## config.mk

```make
export PLATFORM = sky130hd
export DESIGN_NAME = sym5_rx_decoder
export DESIGN_NICKNAME = d
export VERILOG_FILES = /design/src/rtl/sym5_pkg.sv /design/src/rtl/sym5_align.sv /design/src/rtl/sym5_fsm.sv /design/src/rtl/sym5_fc_count.sv /design/src/rtl/sym5_rx_decoder.sv
export SDC_FILE = /design/constraint.sdc
export NUM_CORES = 1
export LEC_CHECK = 0
export ABC_AREA = 1
export BUFFER_PORTS_ARGS = -buffer_cell sky130_fd_sc_hd__buf_2
export CORE_UTILIZATION = 55
export CTS_CLUSTER_DIAMETER = 40
export DETAILED_ROUTE_END_ITERATION = 6
export PLACE_DENSITY = 0.75
export SKIP_CTS_REPAIR_TIMING = 1
export SYNTH_ARGS = -nofsm -noshare
export SYNTH_HDL_FRONTEND = slang
export SYNTH_SLANG_ARGS = --single-unit
```

## constraint.sdc

```tcl
create_clock -name clk -period 1.8 [get_ports clk]
set_input_delay 0.18 -clock clk [delete_from_list [all_inputs] [get_ports clk]]
set_output_delay 0.18 -clock clk [all_outputs]
set_load 0.02 [all_outputs]
```

## src/rtl/sym5_pkg.sv

```systemverilog
package sym5_pkg;

    localparam int GRP_W = 5;
    localparam int NIB_W = 4;

    localparam logic [GRP_W-1:0] C_IDLE = 5'b11111;
    localparam logic [GRP_W-1:0] C_J    = 5'b11000;
    localparam logic [GRP_W-1:0] C_K    = 5'b10001;
    localparam logic [GRP_W-1:0] C_T    = 5'b01101;
    localparam logic [GRP_W-1:0] C_R    = 5'b00111;

    localparam logic [NIB_W-1:0] NIB_PRE = 4'b0101;
    localparam logic [NIB_W-1:0] NIB_FC  = 4'b1110;

    typedef enum logic [1:0] {
        ST_SEARCH,
        ST_CAND,
        ST_DATA,
        ST_FCAR
    } rx_state_e;

    typedef struct packed {
        logic             crs;
        logic             dv;
        logic             er;
        logic [NIB_W-1:0] nib;
    } mii_out_t;

    typedef struct packed {
        logic             err;
        logic [NIB_W-1:0] nib;
    } pend_t;

    typedef struct packed {
        logic             hit;
        logic [NIB_W-1:0] nib;
    } look_t;

    function automatic look_t lookup5(input logic [GRP_W-1:0] g);
        look_t r;
        r.hit = 1'b1;
        case (g)
            5'b11110: r.nib = 4'h0;
            5'b01001: r.nib = 4'h1;
            5'b10100: r.nib = 4'h2;
            5'b10101: r.nib = 4'h3;
            5'b01010: r.nib = 4'h4;
            5'b01011: r.nib = 4'h5;
            5'b01110: r.nib = 4'h6;
            5'b01111: r.nib = 4'h7;
            5'b10010: r.nib = 4'h8;
            5'b10011: r.nib = 4'h9;
            5'b10110: r.nib = 4'hA;
            5'b10111: r.nib = 4'hB;
            5'b11010: r.nib = 4'hC;
            5'b11011: r.nib = 4'hD;
            5'b11100: r.nib = 4'hE;
            5'b11101: r.nib = 4'hF;
            default: begin
                r.hit = 1'b0;
                r.nib = '0;
            end
        endcase
        return r;
    endfunction

endpackage

```

## src/rtl/sym5_align.sv

```systemverilog
module sym5_align
    import sym5_pkg::*;
(
    input  logic               clk,
    input  logic               rst,
    input  logic               rx_bit,
    input  logic               search_en,
    output logic               bnd,
    output logic               start,
    output logic [2*GRP_W-1:0] pair
);
    localparam int PAIR_W  = 2 * GRP_W;
    localparam int RUN_MIN = GRP_W + 2;
    localparam int RUN_W   = $clog2(RUN_MIN + 1);
    localparam int CNT_W   = $clog2(PAIR_W);
    localparam int LEFT_IN_PAIR = PAIR_W - 3;

    logic [PAIR_W-2:0] hist;
    logic [RUN_W-1:0]  run;
    logic [CNT_W-1:0]  cnt;

    assign pair  = {hist, rx_bit};
    assign bnd   = (cnt == CNT_W'(1));
    assign start = search_en && !rx_bit && (run >= RUN_W'(RUN_MIN));

    always_ff @(posedge clk) begin
        if (rst) begin
            hist <= '0;
            run  <= '0;
            cnt  <= CNT_W'(GRP_W);
        end else begin
            hist <= pair[PAIR_W-2:0];
            if (!rx_bit)
                run <= '0;
            else if (run != RUN_W'(RUN_MIN))
                run <= run + 1'b1;
            if (start)
                cnt <= CNT_W'(LEFT_IN_PAIR);
            else if (bnd)
                cnt <= CNT_W'(GRP_W);
            else
                cnt <= cnt - 1'b1;
        end
    end

    p_cnt_live_r10: assert property (@(posedge clk) disable iff (rst)
        bnd |=> !bnd);

endmodule

```

## src/rtl/sym5_fsm.sv

```systemverilog
module sym5_fsm
    import sym5_pkg::*;
(
    input  logic               clk,
    input  logic               rst,
    input  logic               bnd,
    input  logic               start,
    input  logic [2*GRP_W-1:0] pair,
    output logic               search_en,
    output mii_out_t           out,
    output logic               stb,
    output logic               fc_evt
);
    localparam logic [2*GRP_W-1:0] JK_PAIR = {C_J, C_K};

    rx_state_e        state;
    pend_t            pend;
    logic             saw_t;
    logic [GRP_W-1:0] g;
    look_t            look;

    assign g         = pair[GRP_W-1:0];
    assign look      = lookup5(g);
    assign search_en = (state == ST_SEARCH);

    always_ff @(posedge clk) begin
        if (rst) begin
            state  <= ST_SEARCH;
            out    <= '0;
            pend   <= '0;
            saw_t  <= 1'b0;
            stb    <= 1'b0;
            fc_evt <= 1'b0;
        end else begin
            stb    <= bnd;
            fc_evt <= 1'b0;
            case (state)
                ST_SEARCH: begin
                    if (bnd)
                        out <= '0;
                    if (start)
                        state <= ST_CAND;
                end
                ST_CAND: begin
                    if (bnd) begin
                        if (pair == JK_PAIR) begin
                            state <= ST_DATA;
                            out   <= '{crs: 1'b1, dv: 1'b1, er: 1'b0, nib: NIB_PRE};
                            pend  <= '{err: 1'b0, nib: NIB_PRE};
                            saw_t <= 1'b0;
                        end else begin
                            state  <= ST_FCAR;
                            out    <= '{crs: 1'b1, dv: 1'b0, er: 1'b1, nib: NIB_FC};
                            fc_evt <= 1'b1;
                        end
                    end
                end
                ST_FCAR: begin
                    if (bnd) begin
                        if (g == C_IDLE) begin
                            state <= ST_SEARCH;
                            out   <= '0;
                        end else begin
                            out <= '{crs: 1'b1, dv: 1'b0, er: 1'b1, nib: NIB_FC};
                        end
                    end
                end
                ST_DATA: begin
                    if (bnd) begin
                        if (saw_t) begin
                            state <= ST_SEARCH;
                            saw_t <= 1'b0;
                            if (g == C_R)
                                out <= '0;
                            else
                                out <= '{crs: 1'b0, dv: 1'b1, er: 1'b1, nib: '0};
                        end else if (g == C_IDLE) begin
                            state <= ST_SEARCH;
                            out   <= '{crs: 1'b0, dv: 1'b1, er: 1'b1, nib: pend.nib};
                        end else if (g == C_T) begin
                            out   <= '{crs: 1'b1, dv: 1'b1, er: pend.err, nib: pend.nib};
                            saw_t <= 1'b1;
                        end else begin
                            out  <= '{crs: 1'b1, dv: 1'b1, er: pend.err, nib: pend.nib};
                            pend <= '{err: !look.hit, nib: look.nib};
                        end
                    end
                end
                default: state <= ST_SEARCH;
            endcase
        end
    end

    p_preamble_first_r2: assert property (@(posedge clk) disable iff (rst)
        $rose(out.dv) |-> (out.nib == NIB_PRE && !out.er));

    p_false_carrier_code_r7: assert property (@(posedge clk) disable iff (rst)
        (out.er && !out.dv) |-> (out.nib == NIB_FC && out.crs));

    p_quiet_between_r10: assert property (@(posedge clk) disable iff (rst)
        !stb |-> $stable(out));

    p_fc_single_r8: assert property (@(posedge clk) disable iff (rst)
        fc_evt |=> !fc_evt);

endmodule

```

## src/rtl/sym5_fc_count.sv

```systemverilog
module sym5_fc_count #(
    parameter int CNT_W = 8
) (
    input  logic             clk,
    input  logic             rst,
    input  logic             inc,
    output logic [CNT_W-1:0] count
);
    localparam logic [CNT_W-1:0] CNT_MAX = '1;

    always_ff @(posedge clk) begin
        if (rst)
            count <= '0;
        else if (inc && count != CNT_MAX)
            count <= count + 1'b1;
    end

    p_sat_hold_r8: assert property (@(posedge clk) disable iff (rst)
        (count == CNT_MAX) |=> (count == CNT_MAX));

    p_step_r8: assert property (@(posedge clk) disable iff (rst)
        (inc && count != CNT_MAX) |=> (count == $past(count) + 1'b1));

endmodule

```

## src/rtl/sym5_rx_decoder.sv

```systemverilog
module sym5_rx_decoder
    import sym5_pkg::*;
#(
    parameter int FC_CNT_W = 8
) (
    input  logic                clk,
    input  logic                rst,
    input  logic                rx_bit,
    output logic                rx_stb,
    output logic [NIB_W-1:0]    rxd,
    output logic                rx_dv,
    output logic                rx_er,
    output logic                rx_crs,
    output logic [FC_CNT_W-1:0] fc_count
);
    logic               bnd;
    logic               start;
    logic               search_en;
    logic               fc_evt;
    logic [2*GRP_W-1:0] pair;
    mii_out_t           out;

    sym5_align u_align (
        .clk       (clk),
        .rst       (rst),
        .rx_bit    (rx_bit),
        .search_en (search_en),
        .bnd       (bnd),
        .start     (start),
        .pair      (pair)
    );

    sym5_fsm u_fsm (
        .clk       (clk),
        .rst       (rst),
        .bnd       (bnd),
        .start     (start),
        .pair      (pair),
        .search_en (search_en),
        .out       (out),
        .stb       (rx_stb),
        .fc_evt    (fc_evt)
    );

    sym5_fc_count #(.CNT_W(FC_CNT_W)) u_fc (
        .clk   (clk),
        .rst   (rst),
        .inc   (fc_evt),
        .count (fc_count)
    );

    assign rxd    = out.nib;
    assign rx_dv  = out.dv;
    assign rx_er  = out.er;
    assign rx_crs = out.crs;

    p_crs_drop_on_strobe_r4: assert property (@(posedge clk) disable iff (rst)
        $fell(rx_crs) |-> rx_stb);

    p_crs_rise_on_strobe_r9: assert property (@(posedge clk) disable iff (rst)
        $rose(rx_crs) |-> rx_stb);

endmodule

```

==> results.md, run 1 <==
- The run finished with clean final reports.
- The number of antenna cells inserted is 0.
- The count of synthesis-stage warnings from yosys is 0.
- Of the total synthesized cell area, the portion taken by XOR and XNOR cells is 0.0267.
- In this run the worst setup path begins at u_align.run[0].
- In the final layout, the share of cells above drive strength 1 is 0.137.
- Data on the critical path is required at its endpoint by 2.06 ns.
- The worst hold path terminates at u_align.hist[0].
- The highest metal layer with signal wires is met4.
- The cell area after technology mapping is 0.00197 sq mm.
- The worst slew margin relative to its limit is 0.728.
- The synthesized instance count is 282.
- The analysis attributes to cell leakage a power of 0.00105 uW.
- The H-tree was split into 2 levels.
- The dominant combinational cell family by area after synthesis is simple AND/OR/NAND/NOR gates.
- From left edge to right edge, the die measures 61.8 um.
- Adding up every negative setup slack in the final design gives 0 ns.
- Measured against the total synthesized area, the mux share comes to 0.
- The power per unit of standard cell area is 800 mW/mm^2.
- The clock reaches the later pin of the worst-skew pair after 0.36 ns.
- Detailed placement finished with a half-perimeter wire length of 2.88 mm.
- The die covers 0.00382 sq mm.
- The final layout contains routed wiring with a total length of 3.82 mm.
- VDD sags by at most 556 uV.
- The initial detailed-routing violation count is 73.
- The fraction of the yosys area taken by sequential cells is 0.418.
- After layout, the worst setup slack is 0.179 ns.
- Using the TritonRoute via totals, the vias-per-cell ratio works out to 4.99.
- The first global-routing pass estimated 6.12 mm of wire.
- The area fraction in compound gates after synthesis is 0.0866.
- The growth of design area from synthesis to finish is 11.5%.
- In this run the critical register-to-register path is launched from u_align.run[0].
- The met2 routed wirelength is 1.78 mm.
- Before antenna repair, the detailed router went through 5 iterations.
- Once detail routing completed, the nets flagged for antenna violations numbered 0.
- In the layout the commonest cells are sky130_fd_sc_hd__nand2_1, sky130_fd_sc_hd__nor2_1, sky130_fd_sc_hd__dfxtp_1.
- The final hold violation count is 0.
- The mean post-synth cell area is 6.97 sq um.
- For this block, wires on met1 add up to 1.81 mm.
- The filler cells instantiated in the layout total 301.
- The DRC violation count after routing is 0.
- The combinational share of power is 0.099.
- Clock-pin slew was measured on the worst setup and hold paths at 0.13 ns.
- The minimum clock period after layout is 1.62 ns.
- Cell internal power was estimated by the tool at 1310 uW.
- Of the total synthesized cell area, the portion taken by AND, OR, NAND and NOR gates is 0.347.
- The y dimension of the die is 61.8 um.
- For this run, the top clock speed supported by timing is 0.617 GHz.
- The total via count in the routed design is 1758.
- The arithmetic-cell share of the synthesized area counting full adders, half adders and majority gates is 0.0318.
- Global routing finished with a remaining overflow of 0.
- The setup-violating endpoint count in the final report is 0.
- Leaving out fill and tap cells, the most frequent cell in the layout is sky130_fd_sc_hd__nand2_1.
- The fraction of power consumed by sequential logic is 0.555.
- The setup skew after layout is 0.0106 ns.
- The core box area is 0.00339 sq mm.
- 19 I/O pins were placed.
- STA classifies the critical path startpoint as a register.
- The routed wirelength normalized by instance count is 10.9 um.
- The number of antenna violations at the first check in global routing is 0.
- The data arrival at the endpoint of the critical path is 1.88 ns.
- TritonCTS built the clock tree.
- The depth of the most critical reg-to-reg path is 7.
- For the pin with the worst max-slew slack, the measured transition is 0.408 ns.
- At the end of routability-driven placement, the weighted congestion stood at 0.813.
- The setup check on the worst reg-to-reg path leaves a slack of 0.18 ns.
- In this run the most critical hold path is launched from rx_bit.
- The root buffer cell chosen for the clock tree is sky130_fd_sc_hd__clkbuf_4.
- Port buffering added 18 buffers.
- The number of global-route vias before repair came to 1460.
- The number of max-cap violations is 0.
- For this design the total switching power over the nets is 446 uW.
- The reg-to-reg endpoint is u_fsm.state[1].
- Of the total power, the share spent switching nets is 0.254.
- The TritonCTS buffer count is 5.
- The count of unique library cells instantiated by Yosys is 28.
- The site row count is 21.
- The sum of met3 wire segment lengths after detailed routing is 168 um.
- The clock share of power is 0.346.
- Entering global routing, the biggest net connects 20 pins.
- Setup repair after global routing left no endpoint under its margin.
- The final layout contains 313 nets.
- The final max-slew violation count is 0.
- STA classifies the critical path endpoint as a register.
- The min-delay analysis places its worst path in the category in2reg.
- The overall track demand over capacity in global routing is 0.226.
- Clock tree synthesis found a total of 41 sinks.
- Timing analysis after detailed placement gives a worst setup slack of 0.197 ns.
- In the finished design, the share of the clock period the worst path needs comes to 0.901.
- The starting density of the core is 0.580.
- The number of nets handed over by synthesis was 290.
- The depth of the worst hold-timing path is 3.
- The peak fanout along the critical path is 5.
- The number of synthesized register bits is 41.
- The buffer levels on the longest clock path is 2.
- The path type of the worst setup path is reg2reg.
## layout make-up
cell class | instances | area (sq um) | area share
Multi-Input combinational cell | 195 | 967 | 0.441
Sequential cell | 41 | 821 | 0.374
Inverter | 42 | 158 | 0.0719
Timing Repair Buffer | 20 | 105 | 0.0479
Tap cell | 46 | 57.6 | 0.0263
Clock inverter | 3 | 46.3 | 0.0211
Clock buffer | 5 | 37.5 | 0.0171
## registers in the layout, summed over array words and instances (netlist names)
register      cells
u_align.hist      9
u_fc.count        8
u_fsm.out         7
u_fsm.pend        5
u_align.cnt       4
u_align.run       3
u_fsm.state       2
u_fsm.fc_evt      1
u_fsm.saw_t       1
u_fsm.stb         1
## how the worst max path moves through the flow
stage	to	slack, ns	cells after the start
5_1_grt	u_fc.count[0]	0.04	8
3_3_place_gp	u_fsm.state[1]	0.22	7
4_1_cts	u_fsm.state[1]	0.18	7
2_1_floorplan	u_fc.count[0]	0.25	8
6_report	u_fsm.state[1]	0.18	7
3_5_place_dp	u_fsm.state[1]	0.20	7
## power groups by stage
stage | sequential (uW) | clock [uW] | combinational [uW]
3_3_place_gp | 995 | 0 | 172
4_1_cts | 975 | 625 | 175
2_1_floorplan | 1010 | 0 | 112
5_1_grt | 980 | 672 | 196
6_report | 974 | 607 | 173
3_5_place_dp | 995 | 0 | 174
## stage by stage
stage	hold slack [ns]	power (uW)	std cells	util	instance area [sq um]
2_1_floorplan	0.342	1120	282	-	1970
3_3_place_gp	0.403	1170	344	0.622	2110
3_5_place_dp	0.420	1170	344	0.622	2110
4_1_cts	0.137	1770	352	0.647	2190
5_1_grt	0.140	1850	352	0.647	2190
6_report	0.141	1750	352	0.647	2190
## critical path, stage by stage, from the launching register on
cell and delay, ns:
sky130_fd_sc_hd__dfxtp_1 0.34, sky130_fd_sc_hd__ha_1 0.20, sky130_fd_sc_hd__ha_1 0.22, sky130_fd_sc_hd__or2_2 0.30
sky130_fd_sc_hd__nand4_1 0.16, sky130_fd_sc_hd__nand2_1 0.09, sky130_fd_sc_hd__o21ai_0 0.15, sky130_fd_sc_hd__a21oi_1 0.06
## Yosys cell counts, drive strengths merged
cell	number	area [sq um]
clkbuf	2	7.51
dfxtp	41	821
nor3	4	25.0
a31oi	4	25.0
nor2	45	190
ha	5	62.6
xor2	3	26.3
nand2	80	313
nand3b	1	7.51
xnor2	3	26.3
or2	1	6.26
buf	2	12.5
o31ai	1	7.51
nand4	7	43.8
nand3	13	77.6
nor3b	1	18.8
a21oi	14	70.1
o211ai	1	7.51
inv	42	158
o21ai	12	60.1
## routing by layer
metal | up-vias | GRT usage
li1 | 928 | -
met1 | 783 | 0.272
met2 | 40 | 0.372
met3 | 7 | 0.0870
met5 | - | 0
met4 | 0 | 0.0762
## logic make-up (layout without fill, tap and decap cells)
family,Yosys count,in the layout
compound gates,32,32
xor+xnor,6,6
fa+ha+maj,5,5
buf+inv,46,70
flops,41,41
simple gates,152,152
Note: power is estimated with default switching activity, not from simulation.
==> inputs of run 2 (changes only) <==
--- a/config.mk
+++ b/config.mk
@@ -8,4 +8,5 @@
 export ABC_AREA = 1
 export BUFFER_PORTS_ARGS = -buffer_cell sky130_fd_sc_hd__buf_2
+export CORE_ASPECT_RATIO = 1.1
 export CORE_UTILIZATION = 55
 export CTS_CLUSTER_DIAMETER = 40
==> constraint.sdc (replaced) <==
create_clock -name clk -period 1.8 [get_ports clk]
set_input_delay 0 -clock clk [delete_from_list [all_inputs] [get_ports clk]]
set_output_delay 0 -clock clk [all_outputs]
set_load 0.02 [all_outputs]
==> results.md, run 2 (synthesis results as in run 1) <==
- The post-route cell area is 0.00222 sq mm (+1.1%).
- The worst slew margin relative to its limit is 0.735 (+0.00682).
- The overall track demand over capacity in global routing is 0.220 (-0.00608).
- The number of antenna cells inserted is 0 (unchanged).
- The fill cell instance count of the final layout came to 310 (+3.0%).
- The number of global-route vias before repair was 1549 (+6.1%).
- The site row count is 22 (+4.8%).
- In the layout the commonest cells are sky130_fd_sc_hd__nand2_1, sky130_fd_sc_hd__nor2_1, sky130_fd_sc_hd__dfxtp_1.
- The minimum clock period after layout is 1.63 ns (+0.0100 ns).
- The largest registers in the layout are u_align.hist: 9 flops, u_fc.count: 8 flops, u_fsm.out: 7 flops.
- The most frequent cell on the critical path is sky130_fd_sc_hd__ha_1.
- The buffer levels on the longest clock path is 2 (unchanged).
- The total half-perimeter wirelength after legalization and detailed placement is 2.82 mm (-2.1%).
- The buffer cell driving the clock tree root is sky130_fd_sc_hd__clkbuf_4.
- The combined buffer and inverter count along the critical path is 0 (unchanged).
- The post-route setup TNS is 0 ns (unchanged).
- The antenna violation net count after detailed routing came to 0 (unchanged).
- The horizontal die dimension is 59 um (-4.5%).
- The insertion delay of the later-clocked pin in the worst-skew pair is 0.36 ns (about the same).
- The maximum clock rate is 0.613 GHz (-0.61%).
- The worst hold slack is 0.0349 ns (-0.106 ns).
- The total power of the final layout is 1780 uW (+1.5%).
- The routability-driven placement congestion ratio is 0.813 (about the same).
- The worst min-delay path class is in2reg.
- The leakage component of the power is 0.00107 uW (+1.2%).
- The number of levels in the clock H-tree is 2 (unchanged).
- The TritonCTS buffer count came to 5 (unchanged).
- The worst supply voltage drop on vdd is 464 uV (-16%).
- The detailed-route vias per instance is 4.88 (-2.4%).
- The signal on the critical path passes through ha_1 -> ha_1 -> or2_2 -> nand4_1 -> nand2_1 -> o21ai_0 -> a21oi_1.
- The cell total after placement came to 347 (+0.87%).
- The number of antenna violations at the first check in global routing was 0 (unchanged).
- The wire length after detailed routing is 3.65 mm (-4.5%).
- The total via count in the routed design is 1736 (-1.3%).
- Setup repair after global routing left no endpoint under its margin.
- The overflow left after global routing is 0 (unchanged).
- The stage delay of the slowest cell on the critical path is 0.34 ns (about the same).
- The global-route wire length before repair is 6.37 mm (+4.1%).
- The core box area was 0.00339 sq mm (-0.11%).
- By startpoint and endpoint, the worst setup path is classified as reg2reg.
- The final cell count without fillers came to 356 (+1.1%).
- The y dimension of the die is 64.7 um (+4.7%).
- The count of clock tree sinks came to 41 (unchanged).
- The power per unit of standard cell area is 803 mW/mm^2 (+0.33%).
- The cell type group with the largest total delay on the critical path is simple AND/OR/NAND/NOR gates.
- The slew at the pin closest to its max-slew limit was 0.398 ns (-0.0102 ns).
- The placed instance area is 0.00212 sq mm (+0.47%).
- The number of ports placed on the die boundary came to 19 (unchanged).
- The setup-violating endpoint count in the final report is 0 (unchanged).
- The clock-pin slew reported for the worst setup and hold paths after clock tree synthesis is 0.13 ns (about the same).
- The final hold violation count is 0 (unchanged).
- The routed wirelength normalized by instance count came to 10.3 um (-5.6%).
- The peak fanout along the critical path is 5 (unchanged).
- The DRC violation count after routing is 0 (unchanged).
- The detailed-router iteration count before antenna repair is 4 (-1).
- The required time of the critical path came to 2.06 ns (about the same).
- The critical path capture point type is a register.
- The setup skew after layout is 0.0193 ns (+0.00872 ns).
- The flow ran to the end, and the final reports show no timing, DRC or antenna violations.
- The maximum number of pins on one net before global-route repair is 20 (unchanged).
- The slowest cell on the critical path is sky130_fd_sc_hd__dfxtp_1.
- The die area is 0.00382 sq mm (about the same).
- The count of input and output buffers is 18 (unchanged).
- The final max-slew violation count was 0 (unchanged).
- The most common cell after layout, fill and taps aside is sky130_fd_sc_hd__nand2_1.
- The starting density of the core came to 0.581 (+0.000643).
- The category of the worst setup path launch point is a register.
- TritonCTS built the clock tree.
- The final layout net count came to 315 (+0.64%).
- The number of max-cap violations is 0 (unchanged).
- The data arrival at the endpoint of the critical path is 1.90 ns (+0.02 ns).
- The final worst-path cycle share is 0.906 (+0.00557).
- The flip-flop count of the largest register after layout is 9 (unchanged).
- The initial detailed-routing violation count is 79 (+8.2%).
- The share of post-route cells with drive strength above 1 is 0.140 (+0.00236).
- The largest register by flop count is u_align.hist.
- The growth of design area from synthesis to finish is 12.8%.
[run 2: power by group]
part | internal, uW | total, uW | leakage, uW | switching, uW
Combinational | 71.1 | 176 | 0.000690 | 104
Sequential | 945 | 973 | 0.000332 | 28.7
Clock | 330 | 631 | 0.0000445 | 301
[run 2: stage by stage]
step	worst slack, ns	utilization
detailed placement	0.188	0.626
global placement	0.232	0.626
floorplan	0.254	-
CTS	0.179	0.652
global route	0.0450	0.655
finish	0.169	0.655
[run 2: final timing paths]
| path | end | startpoint | cells after the start | slack [ns] |
|---|---|---|---|---|
| worst max-delay path | u_fsm.state[1] | u_align.run[0] | 7 | 0.17 |
| worst min-delay path | u_fsm.saw_t | rst | 2 | 0.03 |
| worst max register to register | u_fsm.state[1] | u_align.run[0] | 7 | 0.17 |
| worst min register to register | u_align.hist[8] | u_align.hist[7] | 2 | 0.42 |
[run 2: routing by layer]
| metal | wire length, um | vias to the layer above | GRT usage |
|---|---|---|---|
| li1 | - | 939 | - |
| met1 | 1710 | 757 | 0.266 |
| met2 | 1710 | 32 | 0.359 |
| met3 | 149 | 8 | 0.0599 |
| met4 | 81 | 0 | 0.0982 |
| met5 | 0 | - | 0 |
[run 2: cell type report]
class                      count  area (sq um)  area share
multi-input combinational    195           967       0.436
clock inverter                 2          37.5      0.0169
inverter                      42           158      0.0711
timing repair buffer          22           123      0.0553
sequential                    41           821       0.370
clock buffer                   6          51.3      0.0231
tap                           48          60.1      0.0271
